`src/rtl/capstat_pkg.sv`:
```
package capstat_pkg;
   localparam int STAT_W   = 8;
   localparam int CAP_N    = 4;
   localparam int BIT_UDF  = 4;
   localparam int BIT_OVF  = 5;
   localparam int FLAGS_CH = CAP_N + 1;
   localparam logic [1:0] RSVD_HI = 2'b11;
endpackage

```
`src/rtl/capstat_flag_cell.sv`:
```
module capstat_flag_cell (
   input  logic clk,
   input  logic rst_n,
   input  logic set_evt,
   input  logic rd_hit,
   input  logic wr_hit,
   input  logic wbit,
   output logic flag,
   output logic armed
);
   logic clr_ok;

   assign clr_ok = wr_hit && armed && !wbit;

   always_ff @(posedge clk or negedge rst_n) begin
      if (!rst_n) begin
         flag <= 1'b0;
      end else if (set_evt) begin
         flag <= 1'b1;
      end else if (clr_ok) begin
         flag <= 1'b0;
      end
   end

   always_ff @(posedge clk or negedge rst_n) begin
      if (!rst_n) begin
         armed <= 1'b0;
      end else if (rd_hit) begin
         armed <= flag;
      end else if (wr_hit) begin
         armed <= 1'b0;
      end
   end
endmodule

```
`src/rtl/capstat_channel.sv`:
```
module capstat_channel
   import capstat_pkg::*;
#(
   parameter int NUM_CAP = CAP_N,
   parameter bit HAS_OVF = 1'b1
) (
   input  logic                 clk,
   input  logic                 rst_n,
   input  logic                 rd_hit,
   input  logic                 wr_hit,
   input  logic [STAT_W-1:0]    wdata,
   input  logic [NUM_CAP-1:0]   cap_set,
   input  logic                 ovf_set,
   output logic [STAT_W-1:0]    image,
   output logic [NUM_CAP:0]     flags_o
);
   logic [NUM_CAP-1:0] cap_flag;
   logic               ovf_flag;

   for (genvar k = 0; k < NUM_CAP; k++) begin : g_cap
      logic arm_unused;
      capstat_flag_cell u_cell (
         .clk    (clk),
         .rst_n  (rst_n),
         .set_evt(cap_set[k]),
         .rd_hit (rd_hit),
         .wr_hit (wr_hit),
         .wbit   (wdata[k]),
         .flag   (cap_flag[k]),
         .armed  (arm_unused)
      );
   end

   if (HAS_OVF) begin : g_ovf
      logic arm_unused;
      capstat_flag_cell u_cell (
         .clk    (clk),
         .rst_n  (rst_n),
         .set_evt(ovf_set),
         .rd_hit (rd_hit),
         .wr_hit (wr_hit),
         .wbit   (wdata[BIT_OVF]),
         .flag   (ovf_flag),
         .armed  (arm_unused)
      );
   end else begin : g_no_ovf
      assign ovf_flag = 1'b0;
   end

   always_comb begin
      image                       = '0;
      image[NUM_CAP-1:0]          = cap_flag;
      image[BIT_UDF]              = 1'b0;
      image[BIT_OVF]              = HAS_OVF ? ovf_flag : 1'b1;
      image[STAT_W-1:STAT_W-2]    = RSVD_HI;
   end

   assign flags_o = {ovf_flag, cap_flag};
endmodule

```
`src/rtl/capstat_regs.sv`:
```
module capstat_regs
   import capstat_pkg::*;
#(
   parameter int NUM_CH   = 2,
   parameter int NUM_CAP  = CAP_N,
   parameter bit CH0_OVF  = 1'b0,
   localparam int CH_W    = (NUM_CH > 1) ? $clog2(NUM_CH) : 1,
   localparam int FPC     = NUM_CAP + 1,
   localparam int NFLAG   = NUM_CH * FPC
) (
   input  logic                      clk,
   input  logic                      rst_n,
   input  logic                      bus_rd,
   input  logic                      bus_wr,
   input  logic [CH_W-1:0]           bus_ch,
   input  logic [STAT_W-1:0]         bus_wdata,
   output logic [STAT_W-1:0]         bus_rdata,
   input  logic [NUM_CH*NUM_CAP-1:0] cap_evt,
   input  logic [NUM_CH-1:0]         ovf_evt,
   input  logic                      capa0_int_evt,
   input  logic                      capa0_use_pin,
   input  logic [NFLAG-1:0]          irq_en,
   output logic                      irq
);
   if (NUM_CAP != CAP_N) begin : g_bad_cap
      $error("capstat_regs: NUM_CAP must equal the fixed layout width");
   end
   if (NUM_CH < 1) begin : g_bad_ch
      $error("capstat_regs: NUM_CH must be at least 1");
   end

   logic [STAT_W-1:0] ch_image [NUM_CH];
   logic [NFLAG-1:0]  flags_all;

   for (genvar c = 0; c < NUM_CH; c++) begin : g_ch
      logic               sel;
      logic [NUM_CAP-1:0] cset;
      logic [NUM_CAP:0]   fl;

      assign sel = (bus_ch == CH_W'(c));

      if (c == 0) begin : g_src_sel
         always_comb begin
            cset    = cap_evt[NUM_CAP-1:0];
            cset[0] = capa0_use_pin ? cap_evt[0] : capa0_int_evt;
         end
      end else begin : g_src_fixed
         assign cset = cap_evt[c*NUM_CAP +: NUM_CAP];
      end

      capstat_channel #(
         .NUM_CAP(NUM_CAP),
         .HAS_OVF((c == 0) ? CH0_OVF : 1'b1)
      ) u_chan (
         .clk    (clk),
         .rst_n  (rst_n),
         .rd_hit (bus_rd && sel),
         .wr_hit (bus_wr && sel),
         .wdata  (bus_wdata),
         .cap_set(cset),
         .ovf_set(ovf_evt[c]),
         .image  (ch_image[c]),
         .flags_o(fl)
      );

      assign flags_all[c*FPC +: FPC] = fl;
   end

   always_comb begin
      bus_rdata = '0;
      for (int c = 0; c < NUM_CH; c++) begin
         if (bus_rd && bus_ch == CH_W'(c)) bus_rdata = ch_image[c];
      end
   end

   assign irq = |(flags_all & irq_en);
endmodule

```
`config.mk`:
```
export PLATFORM = sky130hd
export DESIGN_NAME = capstat_regs
export DESIGN_NICKNAME = d
export VERILOG_FILES = /design/src/rtl/capstat_pkg.sv /design/src/rtl/capstat_flag_cell.sv /design/src/rtl/capstat_channel.sv /design/src/rtl/capstat_regs.sv
export SDC_FILE = /design/constraint.sdc
export NUM_CORES = 1
export LEC_CHECK = 0
export CAP_MARGIN = 20
export CORE_AREA = 2 2 41 61
export DETAILED_ROUTE_END_ITERATION = 16
export DIE_AREA = 0 0 43 63
export PLACE_DENSITY = 0.8
export SETUP_SLACK_MARGIN = 0.15
export SKIP_CTS_REPAIR_TIMING = 1
export SLEW_MARGIN = 5
export SYNTH_ARGS = -nofsm -noshare
export SYNTH_HDL_FRONTEND = slang
export SYNTH_SLANG_ARGS = --single-unit
```
`constraint.sdc`:
```
create_clock -name clk -period 3.05 [get_ports clk]
set_input_delay 0.305 -clock clk [delete_from_list [all_inputs] [get_ports clk]]
set_output_delay 0.305 -clock clk [all_outputs]
set_load 0.03 [all_outputs]
```
==> flow_summary.toml <==
[timing]
worst_slew_pin_slew_ps = 784
slew_viol_final = 0
finClkSkew_ps = 0.217
post-route-period-util = 0.811
min_period_ps = 2470
max_freq_ghz = 0.404
rsz0062_at_grt = "no"
fin_tns_setup_ps = 0
hold_violations = 0
slew_headroom = 0.476
setup_viol = 0
hold-worst-slack_ps = 459

[synth]
syn_inst = 72
synth_nets = 107
yosysUniqueCellTypes = 22
ys_seq_area_frac = 0.516
synth-warning-count = 0
syn-cell-area_um2 = 873
ys_ff_latch = 18
synthesis.area_per_instance_um2 = 12.1

[clock_network]
path_clk_slew_ps = 110
h-tree-depth = 1
clk_path_buf_depth = 2
cts_made_buffers = 3
cts_tree = "done"
cts.sinks = 18
clock_latency_ps = 290
cts_root_buf = "clkbuf_4"

[final_layout]
nNetsFinal = 144
final_common_cell = "clkdlybuf4s50_1"
stdcell_count = 131
final_cell_mix = "clkdlybuf4s50_1, dfrtp_1, a21o_1, nor2b_1"
final_util = 0.580
area_growth_pct = 46.7
stdcell_area_mm2 = 0.00128
fill_cells = 212
drive_above_1_share = 0.0556
diodes = 0

[floorplan]
coreArea_mm2 = 0.00221
start_util = 0.396
die-area_mm2 = 0.00271
dieWidth_um = 43
ios = 44
fp.dieH_um = 63
num_rows = 21

[pwr]
power_density_mw_per_mm2 = 418
p_leak_uw = 0.000497
vdd_drop_max_mv = 0.228

[place]
port_buffers = 37
dp.cells = 127
routabilityCongestion = 0.789
placed_area_mm2 = 0.00124
dp_hpwl_um = 1640

[critical_path]
slowest_stage = "clkdlybuf4s50_1"
worstPathArrival_ps = 2170
crit_buf_inv = 2
cpPeakStageDelay_ps = 870
path_cells = "clkdlybuf4s50_1 > mux2i_1 > nor2b_1 > clkdlybuf4s50_1"
crit_type = "primary input to output pin"
critPathLaunchType = "primary input"
endpoint_kind = "output pin"
worstPathRequired_ps = 2740
cp_max_fo = 14
crit_top_cell = "clkdlybuf4s50_1"
cp_top_family = "buffers and inverters"

[grt]
track_usage = 0.158
grt_max_degree = 19
overflow = 0
grt_pass1_vias = 754
antenna_found_initial = 0
grt_pass1_wl_um = 3330

[detailed_routing]
drtIter0Drc = 19
wl_um = 2140
firstDrtPassIters = 4
ant_nets = 0
wl_per_cell_um = 16.3
via_per_inst = 5.72
drc = 0
dr_total_vias = 749

[outcome]
outcome = "complete, no violations"

[job]
maxCapViolCount = 0

[hold_path]
min_path_type = "primary input to async pin"
-- state kept, by name (all words and copies together) (netlist names) --
name and count:
g_ch.u_chan.g_cap.u_cell.armed 8, g_ch.u_chan.g_cap.u_cell.flag 8, g_ch.u_chan.g_ovf.u_cell.armed 1, g_ch.u_chan.g_ovf.u_cell.flag 1
-- layout make-up --
cell class,instances,area [um2],share of cell area
multi-input cells,47,384,0.300
clock buffers,4,36.3,0.0283
well taps,23,28.8,0.0225
repair buffers,38,378,0.295
flip-flops and latches,18,450,0.352
inverters,1,3.75,0.00293
-- path summary, 6_finish.rpt --
path	startpoint	slack (ps)	depth (start not counted)	end
max in group asynchronous	rst_n	2100	1	g_ch[0].u_chan.g_cap[3].u_cell.flag
min in group clk	g_ch[1].u_chan.g_cap[2].u_cell.armed	510	1	g_ch[1].u_chan.g_cap[2].u_cell.armed
max	bus_ch	580	4	bus_rdata[3]
max reg2reg	g_ch[0].u_chan.g_cap[0].u_cell.armed	2190	2	g_ch[0].u_chan.g_cap[0].u_cell.flag
min	rst_n	460	1	g_ch[1].u_chan.g_cap[1].u_cell.flag
min reg2reg	g_ch[1].u_chan.g_cap[2].u_cell.armed	510	1	g_ch[1].u_chan.g_cap[2].u_cell.armed
-- report_power, final --
group	switching [uW]	total, uW	internal (uW)
sequential	14.1	272	258
clock	75.5	148	72.6
combinational	47.5	115	67.6
total	137	535	398
-- synthesized netlist by cell type --
master | instances | area [um2]
nor2b_1 | 6 | 37.5
nand4b_1 | 5 | 43.8
a22oi_1 | 1 | 7.51
clkbuf_1 | 2 | 7.51
inv_1 | 1 | 3.75
a22o_1 | 5 | 43.8
a222oi_1 | 1 | 10.0
a221o_1 | 1 | 10.0
o21ai_0 | 1 | 5.00
a221oi_1 | 1 | 8.76
buf_2 | 1 | 5.00
a21o_1 | 8 | 60.1
nor2b_4 | 1 | 13.8
conb_1 | 1 | 3.75
a21boi_0 | 1 | 7.51
a32o_1 | 5 | 50.1
dfrtp_1 | 18 | 450
mux2i_1 | 4 | 40.0
nand3_1 | 1 | 5.00
o21bai_1 | 1 | 7.51
nand3b_1 | 4 | 30.0
buf_4 | 3 | 22.5
-- per-layer routing --
layer  share of wire  vias to the layer above  global-route usage  routed length (um)
met5               0                        -                   0                   0
met4               0                        0              0.0341                   0
met3           0.068                        0              0.0173                 146
met2            0.51                       40               0.265                1090
met1            0.42                      362               0.219                 900
li1                -                      347                   -                   -
-- cells by family (layout without fill, tap and decap cells) --
logic type | Yosys count | after routing | synth area share
other cells | 1 | 1 | 0.00429
mux | 4 | 4 | 0.0458
buf+inv | 7 | 43 | 0.0444
simple gates | 17 | 17 | 0.149
flops | 18 | 18 | 0.516
compound gates | 25 | 25 | 0.241
-- per-stage QoR --
step | setup WS, ps | power, uW
after global placement | 628 | 388
after global routing | 498 | 556
final | 577 | 535
after detailed placement | 553 | 392
after floorplan | 1400 | 328
after CTS | 562 | 536
Note: power is estimated with default switching activity, not from simulation.
